**config.mk**
```make
export PLATFORM = sky130hd
export DESIGN_NAME = link_speed_seq
export DESIGN_NICKNAME = d
export VERILOG_FILES = /design/src/rtl/lsq_pkg.sv /design/src/rtl/lsq_poll_timer.sv /design/src/rtl/lsq_rx_recover.sv /design/src/rtl/link_speed_seq.sv
export SDC_FILE = /design/constraint.sdc
export NUM_CORES = 1
export LEC_CHECK = 0
export ABC_CLOCK_PERIOD_IN_PS = 2100
export BUFFER_PORTS_ARGS = -buffer_cell sky130_fd_sc_hd__buf_2
export CORE_ASPECT_RATIO = 0.6
export CORE_UTILIZATION = 49
export CTS_BUF_LIST = sky130_fd_sc_hd__clkbuf_8
export DETAILED_ROUTE_END_ITERATION = 10
export GPL_ROUTABILITY_DRIVEN = 0
export GPL_TIMING_DRIVEN = 0
export PLACE_DENSITY = 0.85
export SKIP_LAST_GASP = 1
export SYNTH_ARGS = -nofsm -noshare
export SYNTH_HDL_FRONTEND = slang
export SYNTH_SLANG_ARGS = --single-unit
export TNS_END_PERCENT = 1
```
**constraint.sdc**
```tcl
create_clock -name clk -period 2.1 [get_ports clk]
set_input_delay 0.525 -clock clk [delete_from_list [all_inputs] [get_ports clk]]
set_output_delay 0.525 -clock clk [all_outputs]
set_load 0.03 [all_outputs]
```
**src/rtl/lsq_pkg.sv**
```systemverilog
package lsq_pkg;

  localparam int DBG_LINK_UP_BIT  = 4;
  localparam int DBG_TRAINING_BIT = 29;
  localparam int CTL_DSC_BIT      = 17;
  localparam int STAT_SPEED_LSB   = 16;
  localparam int SPEED_W          = 4;

  typedef enum logic [3:0] {
    S_IDLE,
    S_LIMIT1,
    S_TRAIN,
    S_WAIT_UP1,
    S_RAISE,
    S_WAIT_DSC,
    S_WAIT_UP2,
    S_REPORT,
    S_RECOVER
  } seq_state_e;

  typedef enum logic [3:0] {
    R_IDLE,
    R_RD1,
    R_RSP1,
    R_WR1,
    R_HOLD,
    R_RD2,
    R_RSP2,
    R_WR2,
    R_FIN
  } rec_state_e;

endpackage

```
**src/rtl/lsq_poll_timer.sv**
```systemverilog
module lsq_poll_timer #(
  parameter int INTERVAL = 250,
  parameter int CNT_W    = 10
) (
  input  logic             clk,
  input  logic             rst_n,
  input  logic             clear_i,
  input  logic [CNT_W-1:0] limit_i,
  output logic             tick_o,
  output logic             last_o
);

  logic [CNT_W-1:0] count_q;

  generate
    if (INTERVAL <= 1) begin : g_every
      assign tick_o = 1'b1;
    end else begin : g_phase
      localparam int PH_W = $clog2(INTERVAL);
      logic [PH_W-1:0] phase_q;

      always_ff @(posedge clk) begin
        if (!rst_n || clear_i || tick_o) phase_q <= '0;
        else                             phase_q <= phase_q + 1'b1;
      end

      assign tick_o = (phase_q == PH_W'(INTERVAL - 1));

      p_tick_gap_r3: assert property (@(posedge clk) disable iff (!rst_n)
        tick_o |=> !tick_o);
    end
  endgenerate

  always_ff @(posedge clk) begin
    if (!rst_n || clear_i) count_q <= '0;
    else if (tick_o)       count_q <= count_q + 1'b1;
  end

  assign last_o = tick_o && (count_q == limit_i - 1'b1);

endmodule

```
**src/rtl/lsq_rx_recover.sv**
```systemverilog
module lsq_rx_recover
  import lsq_pkg::*;
#(
  parameter int              ADDR_W      = 16,
  parameter int              DATA_W      = 16,
  parameter logic [15:0]     REG_ADDR    = 16'h1005,
  parameter logic [15:0]     SET_MASK    = 16'h0028,
  parameter int              HOLD_CYCLES = 500000
) (
  input  logic              clk,
  input  logic              rst_n,
  input  logic              go_i,
  output logic              fin_o,
  output logic              req_valid_o,
  input  logic              req_ready_i,
  output logic              req_write_o,
  output logic [ADDR_W-1:0] req_addr_o,
  output logic [DATA_W-1:0] req_wdata_o,
  input  logic              rsp_valid_i,
  input  logic [DATA_W-1:0] rsp_rdata_i
);

  localparam int HOLD_W = $clog2(HOLD_CYCLES + 1);
  localparam logic [DATA_W-1:0] MASK = DATA_W'(SET_MASK);

  rec_state_e        st_q, st_d;
  logic [DATA_W-1:0] shadow_q;
  logic [HOLD_W-1:0] hold_q;

  always_comb begin
    st_d = st_q;
    unique case (st_q)
      R_IDLE: if (go_i)          st_d = R_RD1;
      R_RD1:  if (req_ready_i)   st_d = R_RSP1;
      R_RSP1: if (rsp_valid_i)   st_d = R_WR1;
      R_WR1:  if (req_ready_i)   st_d = R_HOLD;
      R_HOLD: if (hold_q == HOLD_W'(HOLD_CYCLES - 1)) st_d = R_RD2;
      R_RD2:  if (req_ready_i)   st_d = R_RSP2;
      R_RSP2: if (rsp_valid_i)   st_d = R_WR2;
      R_WR2:  if (req_ready_i)   st_d = R_FIN;
      R_FIN:                     st_d = R_IDLE;
      default:                   st_d = R_IDLE;
    endcase
  end

  always_ff @(posedge clk) begin
    if (!rst_n) begin
      st_q     <= R_IDLE;
      shadow_q <= '0;
      hold_q   <= '0;
    end else begin
      st_q <= st_d;
      if ((st_q == R_RSP1 || st_q == R_RSP2) && rsp_valid_i) shadow_q <= rsp_rdata_i;
      if (st_q == R_HOLD) hold_q <= hold_q + 1'b1;
      else                hold_q <= '0;
    end
  end

  assign req_valid_o = (st_q == R_RD1) || (st_q == R_WR1) ||
                       (st_q == R_RD2) || (st_q == R_WR2);
  assign req_write_o = (st_q == R_WR1) || (st_q == R_WR2);
  assign req_addr_o  = ADDR_W'(REG_ADDR);
  assign req_wdata_o = (st_q == R_WR1) ? (shadow_q | MASK) :
                       (st_q == R_WR2) ? (shadow_q & ~MASK) : '0;
  assign fin_o       = (st_q == R_FIN);

  p_req_hold_r11: assert property (@(posedge clk) disable iff (!rst_n)
    (req_valid_o && !req_ready_i) |=>
      (req_valid_o && $stable(req_write_o) && $stable(req_addr_o) && $stable(req_wdata_o)));

  p_go_when_idle_r9: assert property (@(posedge clk) disable iff (!rst_n)
    go_i |-> (st_q == R_IDLE));

endmodule

```
**src/rtl/link_speed_seq.sv**
```systemverilog
module link_speed_seq
  import lsq_pkg::*;
#(
  parameter int POLL_CYCLES   = 250,
  parameter int LINK_POLLS    = 1000,
  parameter int SPD_POLLS     = 200,
  parameter int RECOV_CYCLES  = 500000,
  parameter bit SKIP_DSC_WAIT = 1'b0
) (
  input  logic        clk,
  input  logic        rst_n,
  input  logic        start_i,
  input  logic        cfg_gen2_en_i,
  output logic [3:0]  spd_limit_o,
  output logic        dsc_set_o,
  output logic        train_en_o,
  input  logic [31:0] lnk_dbg_i,
  input  logic [31:0] lnk_ctl_i,
  input  logic [31:0] lnk_stat_i,
  output logic        phy_req_valid_o,
  input  logic        phy_req_ready_i,
  output logic        phy_req_write_o,
  output logic [15:0] phy_req_addr_o,
  output logic [15:0] phy_req_wdata_o,
  input  logic        phy_rsp_valid_i,
  input  logic [15:0] phy_rsp_rdata_i,
  output logic        busy_o,
  output logic        done_o,
  output logic        error_o,
  output logic [3:0]  cur_gen_o
);

  localparam int MAX_POLLS = (LINK_POLLS > SPD_POLLS) ? LINK_POLLS : SPD_POLLS;
  localparam int CNT_W     = $clog2(MAX_POLLS + 1);

  seq_state_e       state_q, state_d;
  logic             gen2_q;
  logic             link_ok, dsc_pending;
  logic             waiting, tmr_clear, tick, last, fail, rec_fin;
  logic [CNT_W-1:0] tmr_limit;

  assign link_ok     = lnk_dbg_i[DBG_LINK_UP_BIT] & ~lnk_dbg_i[DBG_TRAINING_BIT];
  assign dsc_pending = lnk_ctl_i[CTL_DSC_BIT];

  assign waiting   = (state_q == S_WAIT_UP1) || (state_q == S_WAIT_DSC) ||
                     (state_q == S_WAIT_UP2);
  assign tmr_clear = !waiting || (state_d != state_q);
  assign tmr_limit = (state_q == S_WAIT_DSC) ? CNT_W'(SPD_POLLS) : CNT_W'(LINK_POLLS);

  lsq_poll_timer #(
    .INTERVAL (POLL_CYCLES),
    .CNT_W    (CNT_W)
  ) u_timer (
    .clk     (clk),
    .rst_n   (rst_n),
    .clear_i (tmr_clear),
    .limit_i (tmr_limit),
    .tick_o  (tick),
    .last_o  (last)
  );

  always_comb begin
    state_d = state_q;
    fail    = 1'b0;
    unique case (state_q)
      S_IDLE:   if (start_i) state_d = S_LIMIT1;
      S_LIMIT1: state_d = S_TRAIN;
      S_TRAIN:  state_d = S_WAIT_UP1;
      S_WAIT_UP1: begin
        if (tick && link_ok)  state_d = gen2_q ? S_RAISE : S_REPORT;
        else if (last)        begin state_d = S_RECOVER; fail = 1'b1; end
      end
      S_RAISE:  state_d = SKIP_DSC_WAIT ? S_WAIT_UP2 : S_WAIT_DSC;
      S_WAIT_DSC: begin
        if (tick && !dsc_pending) state_d = S_WAIT_UP2;
        else if (last)            begin state_d = S_RECOVER; fail = 1'b1; end
      end
      S_WAIT_UP2: begin
        if (tick && link_ok)  state_d = S_REPORT;
        else if (last)        begin state_d = S_RECOVER; fail = 1'b1; end
      end
      S_REPORT:  state_d = S_IDLE;
      S_RECOVER: if (rec_fin) state_d = S_IDLE;
      default:   state_d = S_IDLE;
    endcase
  end

  always_ff @(posedge clk) begin
    if (!rst_n) begin
      state_q     <= S_IDLE;
      gen2_q      <= 1'b0;
      spd_limit_o <= '0;
      dsc_set_o   <= 1'b0;
      train_en_o  <= 1'b0;
      done_o      <= 1'b0;
      error_o     <= 1'b0;
      cur_gen_o   <= '0;
    end else begin
      state_q   <= state_d;
      dsc_set_o <= (state_q == S_RAISE);
      if (state_q == S_IDLE && start_i) begin
        gen2_q     <= cfg_gen2_en_i;
        done_o     <= 1'b0;
        error_o    <= 1'b0;
        train_en_o <= 1'b0;
        cur_gen_o  <= '0;
      end
      if (state_q == S_LIMIT1) spd_limit_o <= 4'd1;
      if (state_q == S_TRAIN)  train_en_o  <= 1'b1;
      if (state_q == S_RAISE)  spd_limit_o <= 4'd2;
      if (state_q == S_REPORT) begin
        cur_gen_o <= lnk_stat_i[STAT_SPEED_LSB +: SPEED_W];
        done_o    <= 1'b1;
      end
      if (fail) error_o <= 1'b1;
    end
  end

  assign busy_o = (state_q != S_IDLE);

  lsq_rx_recover #(
    .ADDR_W      (16),
    .DATA_W      (16),
    .REG_ADDR    (16'h1005),
    .SET_MASK    (16'h0028),
    .HOLD_CYCLES (RECOV_CYCLES)
  ) u_recover (
    .clk         (clk),
    .rst_n       (rst_n),
    .go_i        (fail),
    .fin_o       (rec_fin),
    .req_valid_o (phy_req_valid_o),
    .req_ready_i (phy_req_ready_i),
    .req_write_o (phy_req_write_o),
    .req_addr_o  (phy_req_addr_o),
    .req_wdata_o (phy_req_wdata_o),
    .rsp_valid_i (phy_rsp_valid_i),
    .rsp_rdata_i (phy_rsp_rdata_i)
  );

  p_gen1_at_train_r2: assert property (@(posedge clk) disable iff (!rst_n)
    $rose(train_en_o) |-> (spd_limit_o == 4'd1));

  p_dsc_with_gen2_r4: assert property (@(posedge clk) disable iff (!rst_n)
    dsc_set_o |-> (spd_limit_o == 4'd2 && train_en_o && busy_o));

  p_dsc_single_r4: assert property (@(posedge clk) disable iff (!rst_n)
    dsc_set_o |=> !dsc_set_o);

  p_done_err_excl_r10: assert property (@(posedge clk) disable iff (!rst_n)
    !(done_o && error_o));

  p_busy_end_r1: assert property (@(posedge clk) disable iff (!rst_n)
    $fell(busy_o) |-> (done_o || error_o));

  p_no_phy_when_idle_r9: assert property (@(posedge clk) disable iff (!rst_n)
    !busy_o |-> !phy_req_valid_o);

endmodule

```
==> results_dict.tcl, run 1 <==
set metrics [dict create \
    grt.busiest_layer "met2" \
    status "finished with violations" \
    fp.dieH_um 68.8 \
    synth_top_cell_by_area "dfxtp_1" \
    finalMaxSlewViolations 0 \
    clk_pin_slew_ns 0.07 \
    clock_sinks 70 \
    min_path_type "in -> reg" \
    startpoint_type "register" \
    max-vdd-ir-drop_v 0.000354 \
    post_route_cells_drive_above_1_share_pct 24.4 \
    hold_viol 0 \
    cts_tree "built" \
    via_per_inst 5.37 \
    wl_mm 8.42 \
    pwr-share-comb_pct 8.1 \
    synthTopCellsByArea "dfxtp_1 (38%), nand2_1 (5.6%), a21boi_0 (4.3%)" \
    cts-htree-levels 3 \
    failed_checks "negative setup slack" \
    ioPinCount 165 \
    drc 0 \
    grt_pass1_wl_mm 13.3 \
    multi_input_area_um2 2100 \
    synthFlopType "dfxtp_1" \
    cp.arrival_ns 1.58 \
    yosysSeqAreaShare_pct 38.4 \
    clock_skew_ns 0.00622 \
    cp.required_ns 1.57 \
    grt_overflow 0 \
    timing.slew.headroom_pct 50.0 \
    path_max_fanout 10 \
    die_x_um 113 \
    seqPwrFrac_pct 51.8 \
    synth_cells 423 \
    ant_nets 0 \
    synth_edf_count 0 \
    final_cell_mix "dfxtp_1 (69), nand2_1 (53), buf_2 (51), nor2_1 (36), buf_4 (27)" \
    avgRoutedWirePerCell_um 13.8 \
    path_class "reg -> out" \
    die_area_um2 7800 \
    p_leak_nw 1.72 \
    power_switching_mw 0.641 \
    synth_top_area_share_pct 38.4 \
    start_util_pct 52.6 \
    grt_use_total_pct 22.3 \
    std_cell_rows 23 \
    gr-usage-met2_pct 34.8 \
    worst_slew_pin_slew_ns 0.740 \
    cts_root_buf "clkbuf_8" \
    max_freq_mhz 476 \
    yosysWarnings 0 \
    fin_ws_ns -0.00110 \
    period_needed_ns 2.10 \
    rsz0062_at_grt "yes" \
    p_clk_share_pct 40.1 \
    cp-end-kind "primary output" \
    synth.avg_cell_area_um2 8.62 \
    fin_crit_sh_pct 100 \
    setup_violations 2 \
    grt_use_met3_pct 8.48 \
    worstSkewPairLatency_ns 0.34 \
    fillers 575 \
    n_antenna_cell 0 \
    firstDrtPassIters 6 \
    ys_types 63 \
    total_power_mw 2.59 \
    cts_made_buffers 9 \
    async_flop_share_pct 0 \
    drv_cap 0 \
    hold_ws_ns 0.417 \
    grt_use_met1_pct 28.3 \
    antenna_found_initial 0 \
    io_buffer_count 55 \
    synth_area_um2 3650 \
    post-dp-hpwl_mm 6.10 \
    clk_path_buf_depth 2 \
    pwr_density_cell_nw_per_um2 595 \
    core_um2 6940 \
    first_global_vias 2793 \
    dr.first_iter.drc_count 303 \
    ys_seq_elements 70 \
    final_common_cell "dfxtp_1" \
    route.vias.total 3268 \
    p_sw_share_pct 24.7 \
    syn2layout_area_growth_pct 19.6 \
    regArea_um2 1400 \
    nNetsFinal 627 \
    grt_max_degree 13 \
    p_int_mw 1.95 \
]
## synthesized netlist by cell type, types with 4 or more instances
cell type / count
nand4_1: 8
nor2_1: 38
nor3_1: 15
xor2_1: 16
buf_4: 20
nor2b_1: 10
o21ai_0: 11
inv_1: 6
a21boi_0: 21
dfxtp_1: 70
a22oi_1: 5
nand2_1: 54
or3_1: 6
nand3_1: 19
clkbuf_1: 12
a21oi_1: 9
ha_1: 4
or2_2: 4
xnor2_1: 14
and2_1: 16
and3_1: 5
## through the flow
step / setup WS (ns) / cell area (µm²) / setup TNS [ns] / util [%] / cells
after global routing: -0.0995 / 4360 / -0.835 / 62.9 / 609
after floorplan: -0.110 / 3710 / -0.955 / - / 439
after CTS: -0.0129 / 4330 / -0.0466 / 62.4 / 608
after global placement: -0.139 / 4110 / -1.23 / 59.2 / 594
after detailed placement: -0.174 / 4110 / -1.79 / 59.2 / 594
final: -0.00110 / 4360 / -0.00138 / 62.9 / 609
## layer usage
metal	up-vias	wire length [µm]
li1	1592	-
met1	1506	3860
met2	157	3640
met3	13	822
met4	0	99
met5	-	0
## power groups by stage
stage / clock [mW] / sequential [mW] / combinational (mW)
6_report: 1.04 / 1.34 / 0.209
5_1_grt: 1.13 / 1.34 / 0.224
4_1_cts: 1.07 / 1.34 / 0.204
3_5_place_dp: 0 / 1.37 / 0.202
3_3_place_gp: 0 / 1.37 / 0.199
2_1_floorplan: 0 / 1.38 / 0.139
## worst max-delay path: stages (launching register included)
cell	delay [ns]
dfxtp_1	0.32
buf_4	0.16
nand2_2	0.10
nor2_4	0.14
clkbuf_4	0.21
and2_1	0.12
buf_2	0.18
## final timing paths
| path | from | endpoint | slack [ns] | cells after the start |
|---|---|---|---|---|
| max reg2reg | u_timer.g_phase.phase_q[0]$_SDFF_PP0_ | u_timer.count_q[9]$_SDFFE_PP0N_ | 0.06 | 7 |
| min reg2reg | u_recover.shadow_q[1]$_SDFFE_PN0P_ | u_recover.shadow_q[1]$_SDFFE_PN0P_ | 0.46 | 2 |
| min | phy_req_ready_i | u_recover.st_q[0]$_SDFFE_PN0P_ | 0.42 | 2 |
| max | u_recover.st_q[1]$_SDFFE_PN0P_ | phy_req_wdata_o[9] | -0.001 | 6 |
## area by class of cell
class / instances / share of cell area, %
Sequential cell: 70 / 32.2
Clock inverter: 6 / 1.46
Timing Repair Buffer: 56 / 7.12
Clock buffer: 9 / 2.84
Inverter: 6 / 0.517
Tap cell: 100 / 2.87
Buffer: 34 / 4.91
Multi-Input combinational cell: 328 / 48.1
## logic make-up (layout without fill, tap and decap cells)
logic type,count (synthesis),after routing,share of synthesized area [%]
other,2,18,0.206
multiplexers,3,3,0.961
AND/OR/NAND/NOR,210,210,32.5
AO/OA/AOI/OAI,62,62,12.5
adder cells (fa/ha/maj),4,4,1.37
flip-flops,70,70,38.4
XOR/XNOR,31,31,7.65
buffers and inverters,41,111,6.38
## sequential cells by signal, indices dropped and copies added (netlist names)
signal and cells:
u_recover.hold_q 19, u_recover.st_q 4, state_q 4, dsc_set_o 1, u_timer.count_q 10, u_recover.shadow_q 14, u_timer.g_phase.phase_q 8, error_o 1
train_en_o 1, done_o 1, cur_gen_o 4, gen2_q 1, spd_limit_o 2
## timing repair
| item | 4_1_cts | 5_1_grt |
|---|---|---|
| hold buffers | 0 | 0 |
| pin swaps | 1 | 2 |
| setup buffers | 0 | 1 |
| setup endpoints to repair | 26 | 25 |
| gates resized for setup | 14 | 4 |
(Power assumes the default switching activity.)
==> run 2, diff against run 1 <==
--- a/config.mk
+++ b/config.mk
@@ -14,6 +14,7 @@
 export GPL_ROUTABILITY_DRIVEN = 0
 export GPL_TIMING_DRIVEN = 0
 export PLACE_DENSITY = 0.85
+export SKIP_CTS_REPAIR_TIMING = 1
 export SKIP_LAST_GASP = 1
 export SYNTH_ARGS = -nofsm -noshare
 export SYNTH_HDL_FRONTEND = slang
==> constraint.sdc (replaced) <==
create_clock -name clk -period 2.1 [get_ports clk]
set_input_delay 0.525 -clock clk [delete_from_list [all_inputs] [get_ports clk]]
set_output_delay 0.525 -clock clk [all_outputs]
set_load 0.02 [all_outputs]
==> results_dict.tcl, run 2 (synthesis gave the netlist of run 1 again) <==
set metrics [dict create \
    min_from "phy_req_ready_i" \
    timing.slew.headroom_pct 49.4 \
    multi_input_area_um2 2100 \
    largest_register "u_recover.hold_q" \
    pwr_density_cell_nw_per_um2 592 \
    fin_crit_sh_pct 101 \
    max-vdd-ir-drop_v 0.000354 \
    reg2reg_to "u_timer.count_q[9]$_SDFFE_PP0N_" \
    r2r_start "u_timer.g_phase.phase_q[0]$_SDFF_PP0_" \
    ioPinCount 165 \
    syn2layout_area_growth_pct 19.1 \
    core_um2 6940 \
    finalMaxSlewViolations 0 \
    clk_pin_slew_ns 0.07 \
    cp.arrival_ns 1.61 \
    drv_cap 0 \
    ant_nets 0 \
    fp.dieH_um 68.8 \
    startpoint_type "register" \
    path_class "reg -> out" \
    min_path_type "in -> reg" \
    cts-htree-levels 3 \
    failed_checks "negative setup slack" \
    firstDrtPassIters 7 \
    grt_max_degree 13 \
    grt_overflow 0 \
    max_freq_mhz 469 \
    cts_root_buf "clkbuf_8" \
    final_cell_mix "dfxtp_1 (69), buf_2 (57), nand2_1 (53), nor2_1 (36)" \
    final_common_cell "dfxtp_1" \
    regArea_um2 1400 \
    start_util_pct 52.6 \
    antenna_found_initial 0 \
    io_buffer_count 55 \
    via_per_inst 5.34 \
    worstSkewPairLatency_ns 0.34 \
    clk_path_buf_depth 2 \
    rrSetupSlack_ns 0.05 \
    cts_tree "built" \
    clock_skew_ns 0.00637 \
    reg2regPathDepth 7 \
    fillers 578 \
    first_global_vias 2795 \
    status "finished with violations" \
    nNetsFinal 627 \
    route.vias.total 3254 \
    avgRoutedWirePerCell_um 13.8 \
    dr.first_iter.drc_count 295 \
    post-dp-hpwl_mm 6.10 \
    die_x_um 113 \
    n_antenna_cell 0 \
    period_needed_ns 2.13 \
    setup_violations 9 \
    die_area_um2 7800 \
    rsz0062_at_grt "yes" \
    final_area_um2 4340 \
    cp-end-kind "primary output" \
    total_power_mw 2.57 \
    grt_use_total_pct 22.2 \
    path_max_fanout 10 \
    drc 0 \
    std_cell_rows 23 \
    largestRegisters "u_recover.hold_q x19, u_recover.shadow_q x14, u_timer.count_q x10" \
    clock_sinks 70 \
    place_area_um2 4110 \
    wl_mm 8.39 \
    hold_viol 0 \
    cts_made_buffers 9 \
    grt_pass1_wl_mm 13.3 \
    hold_depth 2 \
    worst_slew_pin_slew_ns 0.748 \
    post_route_cells_drive_above_1_share_pct 24.4 \
    cp.required_ns 1.57 \
    p_leak_nw 1.72 \
    largest_reg_flops 19 \
    fin_ws_ns -0.0312 \
    min_to "u_recover.st_q[0]$_SDFFE_PN0P_" \
]
run 2: critical path, stage by stage, from the launching register on:
cell      delay, ns
dfxtp_1        0.33
clkbuf_4       0.19
nand2_2        0.10
nor2_4         0.17
buf_4          0.17
and2_1         0.14
buf_2          0.16
run 2: cell type report:
| type | instances | share of cell area, % |
|---|---|---|
| multi-input cells | 328 | 48.3 |
| flip-flops and latches | 70 | 32.3 |
| repair buffers | 56 | 6.80 |
| plain buffers | 34 | 4.93 |
| well taps | 100 | 2.88 |
| clock buffers | 9 | 2.85 |
| clock inverters | 6 | 1.47 |
| inverters | 6 | 0.518 |
run 2: how the worst max path moves through the flow:
stage,slack (ns),endpoint,start
after floorplan,0.07,phy_req_wdata_o[10],u_recover.st_q[0]$_SDFFE_PN0P_
after global placement,-0.11,phy_req_wdata_o[11],u_recover.st_q[0]$_SDFFE_PN0P_
after detailed placement,-0.14,phy_req_wdata_o[11],u_recover.st_q[0]$_SDFFE_PN0P_
after CTS,-0.52,phy_req_wdata_o[11],u_recover.st_q[0]$_SDFFE_PN0P_
after global routing,-0.09,phy_req_wdata_o[11],u_recover.st_q[1]$_SDFFE_PN0P_
final,-0.03,phy_req_wdata_o[11],u_recover.st_q[1]$_SDFFE_PN0P_
run 2: through the flow:
stage | instances | setup slack, ns | hold WS (ns) | utilization (%) | setup TNS [ns]
after floorplan | 439 | 0.0652 | 0.430 | - | 0
after global placement | 594 | -0.106 | 0.443 | 59.2 | -0.894
after detailed placement | 594 | -0.141 | 0.452 | 59.2 | -1.46
after CTS | 609 | -0.523 | 0.410 | 61.9 | -6.30
after global routing | 609 | -0.0918 | 0.413 | 62.6 | -0.858
final | 609 | -0.0312 | 0.417 | 62.6 | -0.146
run 2: where the power goes:
| group | internal, mW | switching, mW | leakage (nW) |
|---|---|---|---|
| sequential | 1.33 | 0.00892 | 0.565 |
| clock | 0.539 | 0.499 | 0.0911 |
| combinational | 0.0781 | 0.111 | 1.06 |
| total | 1.95 | 0.620 | 1.72 |
run 2: metal layers:
metal  vias up  part of all wire [%]  GRT usage [%]
li1       1591                     -              -
met2       149                    43           34.7
met5         -                     0              0
met4         0                   1.1           8.39
met3        11                   8.9           8.57
met1      1503                    47           28.2
